<file path="src/rtl/spi_sck_gen.sv">
module spi_sck_gen #(
  parameter int CNT_W    = 18,
  parameter int ATTR_W   = 32,
  parameter int PRE_LSB  = 16,
  parameter int SCL_LSB  = 0,
  parameter int CPOL_BIT = 26,
  parameter int CPHA_BIT = 25
) (
  input  logic              clk,
  input  logic              rst_n,
  input  logic [ATTR_W-1:0] attr,
  input  logic              run,
  output logic              sck,
  output logic              lead_stb,
  output logic              trail_stb,
  output logic              sample_stb,
  output logic              shift_stb
);

  localparam int PRE_W = 2;
  localparam int SCL_W = 4;
  localparam int FAC_W = 3;

  function automatic logic [FAC_W-1:0] pre_factor(input logic [PRE_W-1:0] code);
    case (code)
      2'd0:    pre_factor = 3'd2;
      2'd1:    pre_factor = 3'd3;
      2'd2:    pre_factor = 3'd5;
      default: pre_factor = 3'd7;
    endcase
  endfunction

  function automatic logic [CNT_W-1:0] scl_half(input logic [SCL_W-1:0] code);
    if (code < 4'd4) scl_half = CNT_W'(code) + CNT_W'(1);
    else             scl_half = CNT_W'(1) << (code - 4'd1);
  endfunction

  logic [PRE_W-1:0] pre_code;
  logic [SCL_W-1:0] scl_code;
  logic [CNT_W-1:0] half_w;
  logic [CNT_W-1:0] half_q;
  logic [CNT_W-1:0] cnt;
  logic             cpol_q, cpha_q, tgl, hit;

  assign pre_code = attr[PRE_LSB +: PRE_W];
  assign scl_code = attr[SCL_LSB +: SCL_W];
  assign half_w   = CNT_W'(pre_factor(pre_code)) * scl_half(scl_code);
  assign hit      = (cnt == half_q - CNT_W'(1));

  always_ff @(posedge clk or negedge rst_n) begin
    if (!rst_n) begin
      half_q    <= CNT_W'(1);
      cpol_q    <= 1'b0;
      cpha_q    <= 1'b0;
      cnt       <= '0;
      tgl       <= 1'b0;
      sck       <= 1'b0;
      lead_stb  <= 1'b0;
      trail_stb <= 1'b0;
    end else if (!run) begin
      half_q    <= half_w;
      cpol_q    <= attr[CPOL_BIT];
      cpha_q    <= attr[CPHA_BIT];
      cnt       <= '0;
      tgl       <= 1'b0;
      sck       <= attr[CPOL_BIT];
      lead_stb  <= 1'b0;
      trail_stb <= 1'b0;
    end else begin
      lead_stb  <= hit && !tgl;
      trail_stb <= hit && tgl;
      if (hit) begin
        cnt <= '0;
        tgl <= !tgl;
        sck <= !sck;
      end else begin
        cnt <= cnt + CNT_W'(1);
      end
    end
  end

  assign sample_stb = cpha_q ? trail_stb : lead_stb;
  assign shift_stb  = cpha_q ? lead_stb  : trail_stb;

  AST_NO_OVERFLOW: assert property (@(posedge clk) disable iff (!rst_n) run |-> cnt < half_q);
  AST_STB_EXCL: assert property (@(posedge clk) disable iff (!rst_n) !(lead_stb && trail_stb));
  AST_EDGE_STB: assert property (@(posedge clk) disable iff (!rst_n)
    (run && $past(run)) |-> ((lead_stb || trail_stb) == (sck != $past(sck))));
  AST_LEAD_LEVEL: assert property (@(posedge clk) disable iff (!rst_n) lead_stb |-> sck != cpol_q);
  AST_TRAIL_LEVEL: assert property (@(posedge clk) disable iff (!rst_n) trail_stb |-> sck == cpol_q);
  AST_CFG_HOLD: assert property (@(posedge clk) disable iff (!rst_n)
    (run && $past(run)) |-> ($stable(half_q) && $stable(cpol_q) && $stable(cpha_q)));
  AST_FIRST_HALF: assert property (@(posedge clk) disable iff (!rst_n)
    $rose(run) |-> (cnt == '0 && sck == cpol_q));
  AST_IDLE_QUIET: assert property (@(posedge clk) disable iff (!rst_n)
    !run |=> !(lead_stb || trail_stb));

endmodule

</file>
<file path="config.mk">
export PLATFORM = sky130hd
export DESIGN_NAME = spi_sck_gen
export DESIGN_NICKNAME = d
export VERILOG_FILES = /design/src/rtl/spi_sck_gen.sv
export SDC_FILE = /design/constraint.sdc
export NUM_CORES = 1
export LEC_CHECK = 0
export BUFFER_PORTS_ARGS = -buffer_cell sky130_fd_sc_hd__buf_2
export CORE_MARGIN = 2
export CORE_UTILIZATION = 54
export CTS_CLUSTER_DIAMETER = 120
export DETAILED_ROUTE_END_ITERATION = 10
export PLACE_DENSITY = 0.71
export REMOVE_ABC_BUFFERS = 1
export SLEW_MARGIN = 5
export SYNTH_ARGS = -nofsm -noshare
export SYNTH_HDL_FRONTEND = slang
export SYNTH_SLANG_ARGS = --single-unit
export TNS_END_PERCENT = 30
</file>
<file path="constraint.sdc">
create_clock -name clk -period 3.7 [get_ports clk]
set_input_delay 0.925 -clock clk [delete_from_list [all_inputs] [get_ports clk]]
set_output_delay 0.925 -clock clk [all_outputs]
set_load 0.02 [all_outputs]
</file>
-- Yosys cells after proc, flatten, opt, wreduce, memory -nomap -nowiden
Index checks and enable logic that the tools add are counted.
- register bits: 41
- bits in read-only memories: 0
- memories: 0
- logic and storage cells: 35
- bits in writable memories: 0
- bits in latches: 0
- output and inout port bits: 5
- input port bits: 35
- shift-type cells: 1
- equality and inequality tests: 4
- bitwise operators: 0
- $mul: 1
- reduce and logical (&&, ||, !) cells: 5
- $lt $le $gt $ge: 1
- multiplexer cells: 12
- div/mod/pow operators: 0
- $add $sub $neg: 4
- operators by type and width (operator ; number):
    $mux 18 ; 3
    $add 18x1->18 const B ; 1
    $eq 18x18->1 ; 1
    $mul 3x18->18 ; 1
    $shl 1x4->18 const A ; 1
    $sub 18x1->18 const B ; 1
    $pmux 3 s3 ; 1
    $mux 1 ; 8
    $add 4x1->5 const B ; 1
    $lt 4x3->1 const B ; 1
    $sub 4x1->4 const B ; 1
    $eq 2x1->1 const B ; 1
    $eq 2x2->1 const B ; 1
    $logic_and 1x1->1 ; 2
    $logic_not 1->1 ; 2
    $logic_not 2->1 ; 1
    $ne 2x1->1 const B ; 1

-- Depth between registers and ports, before layout
Gate-level depths: netlist of run 1.
- word-level depth: 4
- depth in mapped cells: 17
- mapped depth without buffers: 17

-- Worst setup path after synthesis of run 1
No wires, ideal clock.
- kind: in2reg
- start: input port attr[0]
- end: register half_q[17]
- required time: 3.564 ns
- setup time: 0.136 ns
- arrival time: 4.551 ns
- cell stages on the path: 17
- slack: -0.988 ns
- path through: inv_1 > ha_1 > nor2_1 > and3_1 > a21oi_1 > o21ai_0 > nand2_1 > fa_1 > inv_1 > ha_1 > a21o_1 > a21o_1 > a2111oi_2 > nor3_1 > o311a_1 > a2111oi_0 > o41ai_1
- cells in the longest elaborated chain, start to end: 4
- elaborated cells between the ends (all ways): 6
- classes of those cells: add/sub: 2; mul: 1; order compare: 1; shift: 1; mux: 1
- ends and longest elaborated chain (item ; RTL line ; source):
    from (decl) ; 11 ; input logic [ATTR_W-1:0] attr,
    $sub 4x1->4 ; 35 ; else scl_half = CNT_W'(1) << (code - 4'd1);
    $shl 1x4->18 ; 35 ;
    $mux 18 * ; 34 ; if (code < 4'd4) scl_half = CNT_W'(code) + CNT_W'(1);
    $mul 3x18->18 * ; 47 ; assign half_w = CNT_W'(pre_factor(pre_code)) * scl_half(scl_code);
    to (signal assigned) ; 61 ; half_q <= half_w;
    to (decl) ; 41 ; logic [CNT_W-1:0] half_q;
Every way passes the cells marked *; elsewhere a longest branch is shown, timed or not.
A chain may end at the register's enable or synchronous reset.

-- Worst setup path in the final report of run 1
- start: input port attr[1]
- end: register half_q[15]
The elaborated chain is that of the path after synthesis.

==> flow_summary.json, run 1 <==
{
  "drt_iter0_markers": 125,
  "grt_use_met1_pct": 27.9,
  "drt-vias-per-instance": 5.58,
  "die_y_um": 90.1,
  "core_sq_um": 7210,
  "drive_above_1_share_pct": 28.4,
  "io_pins": 40,
  "setup_viol": 11,
  "synth_seq_cells": 41,
  "detailed_place_hpwl_mm": 6.73,
  "pwr-share-clk_pct": 31.0,
  "antenna_cells": 0,
  "cts_buffers": 5,
  "nNetsFinal": 630,
  "fp.dieArea_sq_um": 8120,
  "synth_area_leader_cell": "dfrtp_1",
  "syn_to_final_growth_pct": 26.4,
  "grt_antenna_before_repair": 0,
  "syn_area_sq_um": 4010,
  "ant_nets": 0,
  "wire_per_inst_um": 13.8,
  "r2r-start": "half_q[0]",
  "worstHoldPathCells": 1,
  "power.density_nw_per_um2": 268,
  "cts.clk_slew.worst_paths_ns": 0.08,
  "ys_top_cells_by_area": "dfrtp_1 25%, ha_1 7.8%, fa_1 7.5%",
  "worstRegToRegCells": 9,
  "holdCritStartpoint": "tgl",
  "clk_path_buf_depth": 2,
  "tightestPinTransition_ns": 0.881,
  "p_leak_nw": 2.38,
  "grt_max_degree": 42,
  "startpoint_type": "input port",
  "cts_tree": "done",
  "htreeDepth": 2,
  "violations": "setup timing",
  "cp-endpoint": "half_q[15]",
  "first_pass_iters": 4,
  "core.rowCount": 31,
  "p_int_w": 0.000935,
  "via_count": 3653,
  "hold_path_class": "reg2reg",
  "yosysTopAreaCellShare_pct": 25.0,
  "grt_setup_unrepaired": "yes",
  "r2r-end": "tgl",
  "power_w": 0.00136,
  "grt_use_met3_pct": 2.10,
  "seq_power_share_pct": 37.3,
  "busiest_layer": "met2",
  "max_freq_mhz": 236,
  "synth_area_per_cell_sq_um": 8.27,
  "slew_viol_final": 0,
  "gr-total-overflow": 0,
  "maxCapViolCount": 0,
  "routabilityCongestion": 0.875,
  "finalClockSkew_ns": 0.00843,
  "dp_worst_setup_slack_ns": -1.26,
  "pwr-share-comb_pct": 31.7,
  "clk-insertion-delay-late_ns": 0.29,
  "vdd_ir_drop_max_uv": 137,
  "crit_path_max_fanout": 4,
  "nFillCells": 600,
  "synth-seq-area-share_pct": 25.6,
  "start_util_pct": 55.5,
  "synth-warning-count": 0,
  "root_buffer": "clkbuf_8",
  "synth_cell_types": 58,
  "drt_wl_total_mm": 9.05,
  "hold_violations": 0,
  "critPathKind": "in2reg",
  "relSlewSlack_pct": 41.2,
  "setup_ws_ns": -0.538,
  "endpoint_kind": "flip-flop",
  "switching_share_pct": 31.1,
  "utilization_pct": 70.2,
  "crit_arrival_ns": 4.47,
  "drc": 0,
  "async_reset_ff_share_pct": 100,
  "worst-r2r-setup-slack_ns": 0.45,
  "grt_pass1_vias": 3666,
  "syn-instance-count": 484,
  "die_width_um": 90.1,
  "cts.sinks": 41,
  "numPortBuffers": 15,
  "setup-tns-final_ns": -3.17,
  "track_usage_pct": 23.2,
  "netSwitchingPower_w": 0.000421,
  "synth_edf_count": 0,
  "synthFlopType": "dfrtp_1",
  "status": "complete, but fails checks",
  "met2_usage_pct": 43.4,
  "fin_crit_ns": 4.24,
  "finalCritPeriodShare_pct": 115,
  "grt_pass1_wl_mm": 16.1,
  "critPathLaunch": "attr[1]",
  "required_ns": 3.93
}
==> layout by cell type, fill, tap and decap left out, drive strengths merged, types with 7 or more instances in the layout <==
master  Yosys  layout
a21oi      17      17
nand2      39      39
inv        37      37
xor2       25      25
dfrtp      40      40
and3       11      11
xnor2      24      24
a21o        8       8
buf         2      89
nor2       43      43
o21ai      19      19
ha         25      25
nand4       7       7
fa         15      15
nor3       14      14
nand3      47      47
==> power groups by stage <==
| stage | Combinational (W) | Sequential, W | Clock [W] |
|---|---|---|---|
| 5_1_grt | 0.000477 | 0.000511 | 0.000449 |
| 2_1_floorplan | 0.000268 | 0.000506 | 0 |
| 3_5_place_dp | 0.000396 | 0.000514 | 0 |
| 3_3_place_gp | 0.000381 | 0.000512 | 0 |
| 6_report | 0.000430 | 0.000506 | 0.000420 |
| 4_1_cts | 0.000418 | 0.000505 | 0.000424 |
==> sequential cells by signal, summed over array words and instances (netlist names) <==
name,cells
tgl,1
sck,1
trail_stb,1
lead_stb,1
cnt,18
cpha_q,1
half_q,18
==> layer usage <==
layer	vias to the layer above	share of wire (%)
met5	-	0
met4	0	2.1
met3	12	2.6
met2	74	52
met1	1751	44
li1	1816	-
==> area by class of cell <==
type | instances | area [sq um] | area share (%)
timing repair buffer | 89 | 666 | 13.1
clock inverter | 3 | 65.1 | 1.28
tap | 99 | 124 | 2.45
inverter | 37 | 146 | 2.89
clock buffer | 5 | 68.8 | 1.36
multi-input combinational | 381 | 2970 | 58.6
sequential | 41 | 1030 | 20.3
==> critical path, cell delays in order <==
cell and delay (ns):
buf_8 0.09, inv_6 0.03, buf_6 0.11, ha_4 0.24, nor2b_4 0.13, a21oi_2 0.04
o21ai_2 0.15, buf_4 0.14, and2_4 0.14, fa_2 0.46, ha_4 0.19, a21o_1 0.15
a21o_1 0.21, a2111oi_4 0.39, nor3_2 0.11, o311a_4 0.35, or4_1 0.51, nand3_1 0.09
==> kinds of logic (layout without fill, tap and decap cells) <==
group	Yosys count	in the layout	synth area share, %
xor+xnor	49	49	10.7
mux	9	9	2.44
buf+inv	62	134	6.06
flops	41	41	25.6
compound gates	77	77	13.3
simple gates	206	206	26.6
fa+ha+maj	40	40	15.3
==> metrics by stage <==
| step | hold WS (ns) | cells | cell area, sq um |
|---|---|---|---|
| 2_1_floorplan | 0.436 | 459 | 3900 |
| 3_3_place_gp | 0.463 | 639 | 4600 |
| 3_5_place_dp | 0.493 | 639 | 4600 |
| 4_1_cts | 0.502 | 654 | 4980 |
| 5_1_grt | 0.509 | 655 | 5060 |
| 6_report | 0.504 | 655 | 5060 |
==> synth_stat cells, types with 4 or more instances <==
library cell  count
ha_1             25
nand2b_1          5
o21ai_0          19
dfrtp_1          40
xnor2_1          24
nand2_1          39
nand4_1           6
or2_2             5
nor3_1           14
nor3b_1           5
clkbuf_1         21
and2_1            5
nand3_1          47
o31ai_1           5
mux2_2            6
xor2_1           25
and3_1           10
inv_1            37
fa_1             15
nor2b_1           6
nor2_1           43
a21o_1            8
or4_1             4
a21oi_1          17
==> how the worst min path moves through the flow <==
stage	endpoint	slack, ns
floorplan	lead_stb	0.44
global placement	lead_stb	0.46
detailed placement	lead_stb	0.49
CTS	lead_stb	0.50
global route	lead_stb	0.51
finish	lead_stb	0.50
==> timing repair <==
| item | 4_1_cts | 5_1_grt |
|---|---|---|
| buffers inserted | 7 | 3 |
| endpoints found under the setup margin | 12 | 12 |
| hold buffers | 0 | 0 |
| hold endpoints to repair | 0 | 0 |
| gates resized for setup | 50 | 20 |
| pin swaps | 36 | 19 |
(Power assumes the default switching activity.)
==> run 2, diff against run 1 <==
--- a/config.mk
+++ b/config.mk
@@ -12,6 +12,7 @@
 export DETAILED_ROUTE_END_ITERATION = 10
 export PLACE_DENSITY = 0.71
 export REMOVE_ABC_BUFFERS = 1
+export SKIP_CTS_REPAIR_TIMING = 1
 export SLEW_MARGIN = 5
 export SYNTH_ARGS = -nofsm -noshare
 export SYNTH_HDL_FRONTEND = slang
==> flow_summary.json, run 2 (synthesized netlist as in run 1, its figures left out) <==
{
  "cp_num_buf_inv": 3,
  "holdPathEnd": "lead_stb",
  "pwr-share-clk_pct": 31.0,
  "slowest_delay_ns": 0.52,
  "drt-vias-per-instance": 5.53,
  "tightestPinTransition_ns": 0.865,
  "grt_setup_unrepaired": "yes",
  "multi_input_area_sq_um": 2980,
  "crit_path_top_delay_cell": "or4_1",
  "antenna_cells": 0,
  "drive_above_1_share_pct": 27.3,
  "drt_iter0_markers": 97,
  "die_y_um": 90.1,
  "power.density_nw_per_um2": 267,
  "wire_per_inst_um": 13.7,
  "nFillCells": 597,
  "grt_pass1_vias": 3499,
  "ant_nets": 0,
  "crit_family": "compound AO/OA/AOI/OAI gates",
  "drc": 0,
  "grt_max_degree": 42,
  "r2r-start": "half_q[1]",
  "maxCapViolCount": 0,
  "seq_power_share_pct": 37.4,
  "setup-tns-final_ns": -3.18,
  "p_leak_nw": 2.37,
  "via_count": 3613,
  "critPathKind": "in2reg",
  "routabilityCongestion": 0.875,
  "reg_top3": "cnt: 18 flops, half_q: 18 flops",
  "clk-insertion-delay-late_ns": 0.29,
  "status": "complete, but fails checks",
  "cp_cell_sequence": "buf_8, inv_4, ha_4, nor2_4, and3_4, a21oi_2, o21ai_2, buf_4, and2_4, fa_2, ha_4, a21o_1, a21o_1, a2111oi_4, nor3_2, o311a_4, or4_1, nand3_1",
  "core_sq_um": 7210,
  "switching_share_pct": 30.9,
  "drt_wl_total_mm": 8.97,
  "hold_path_class": "reg2reg",
  "worstRegToRegCells": 9,
  "hold_violations": 0,
  "final_common_cell": "buf_4",
  "htreeDepth": 2,
  "detailed_place_hpwl_mm": 6.73,
  "worst-r2r-setup-slack_ns": 0.45,
  "clk_path_buf_depth": 2,
  "endpoint_kind": "flip-flop",
  "gr-total-overflow": 0,
  "violations": "setup timing",
  "regArea_sq_um": 1030,
  "setup_ws_ns": -0.495,
  "fin_crit_ns": 4.19,
  "startpoint_type": "input port",
  "nNetsFinal": 628,
  "fp.dieArea_sq_um": 8120,
  "layout_common_cells": "69 x buf_4, 47 x nand3_1, 41 x nor2_1",
  "holdCritStartpoint": "tgl",
  "slew_viol_final": 0,
  "relSlewSlack_pct": 42.3,
  "netSwitchingPower_w": 0.000418,
  "vdd_ir_drop_max_uv": 137,
  "die_width_um": 90.1,
  "first_pass_iters": 4,
  "worstHoldPathCells": 1,
  "cp_num_cells": 18,
  "grt_antenna_before_repair": 0,
  "numPortBuffers": 15,
  "cts.sinks": 41,
  "dp_worst_setup_slack_ns": -1.26,
  "p_int_w": 0.000934,
  "root_buffer": "clkbuf_8",
  "cts.clk_slew.worst_paths_ns": 0.08,
  "track_usage_pct": 21.7,
  "max_freq_mhz": 238,
  "cts_tree": "done",
  "core.rowCount": 31,
  "finalCritPeriodShare_pct": 113,
  "setup_viol": 10,
  "required_ns": 3.93,
  "r2r-end": "tgl",
  "cts_buffers": 5,
  "crit_path_max_fanout": 4,
  "syn_to_final_growth_pct": 26.3,
  "finalClockSkew_ns": 0.00860,
  "pwr-share-comb_pct": 31.6,
  "grt_pass1_wl_mm": 15.1,
  "crit_arrival_ns": 4.43,
  "start_util_pct": 55.5,
  "io_pins": 40
}
-- run 2: worst max path at each step --
| stage | start | to | slack, ns |
|---|---|---|---|
| floorplan | attr[0] | half_q[16] | -1.14 |
| finish | attr[1] | half_q[15] | -0.49 |
| global route | attr[1] | half_q[16] | -0.67 |
| global placement | attr[0] | half_q[17] | -1.13 |
| detailed placement | attr[0] | half_q[17] | -1.26 |
| CTS | attr[0] | half_q[17] | -0.96 |
-- run 2: layout make-up --
type / instances / area share (%)
clock buffer: 5 / 1.36
clock inverter: 3 / 1.29
inverter: 37 / 2.85
multi-input combinational: 381 / 59.0
sequential: 41 / 20.3
tap: 99 / 2.45
timing repair buffer: 87 / 12.8
-- run 2: stage by stage --
stage	utilization [%]	area, sq um	power [W]	std cells	hold slack, ns
after floorplan	-	3900	0.000775	459	0.436
after global placement	63.7	4600	0.000893	639	0.463
after detailed placement	63.7	4600	0.000910	639	0.493
after CTS	65.6	4730	0.00133	647	0.502
after global routing	70.1	5060	0.00143	653	0.510
final	70.1	5060	0.00135	653	0.503
-- run 2: power by group through the flow --
stage	combinational, W	sequential (W)	clock (W)
after CTS	0.000399	0.000505	0.000424
after detailed placement	0.000396	0.000514	0
final	0.000428	0.000506	0.000419
after global placement	0.000381	0.000512	0
after global routing	0.000475	0.000511	0.000448
after floorplan	0.000268	0.000506	0
-- run 2: metal layers --
metal  up-vias  track usage, %  share of wire (%)
met4         0            7.44                2.0
li1       1814               -                  -
met1      1718            26.4                 44
met2        68            40.0                 52
met3        13            2.18                2.2
met5         -               0                  0
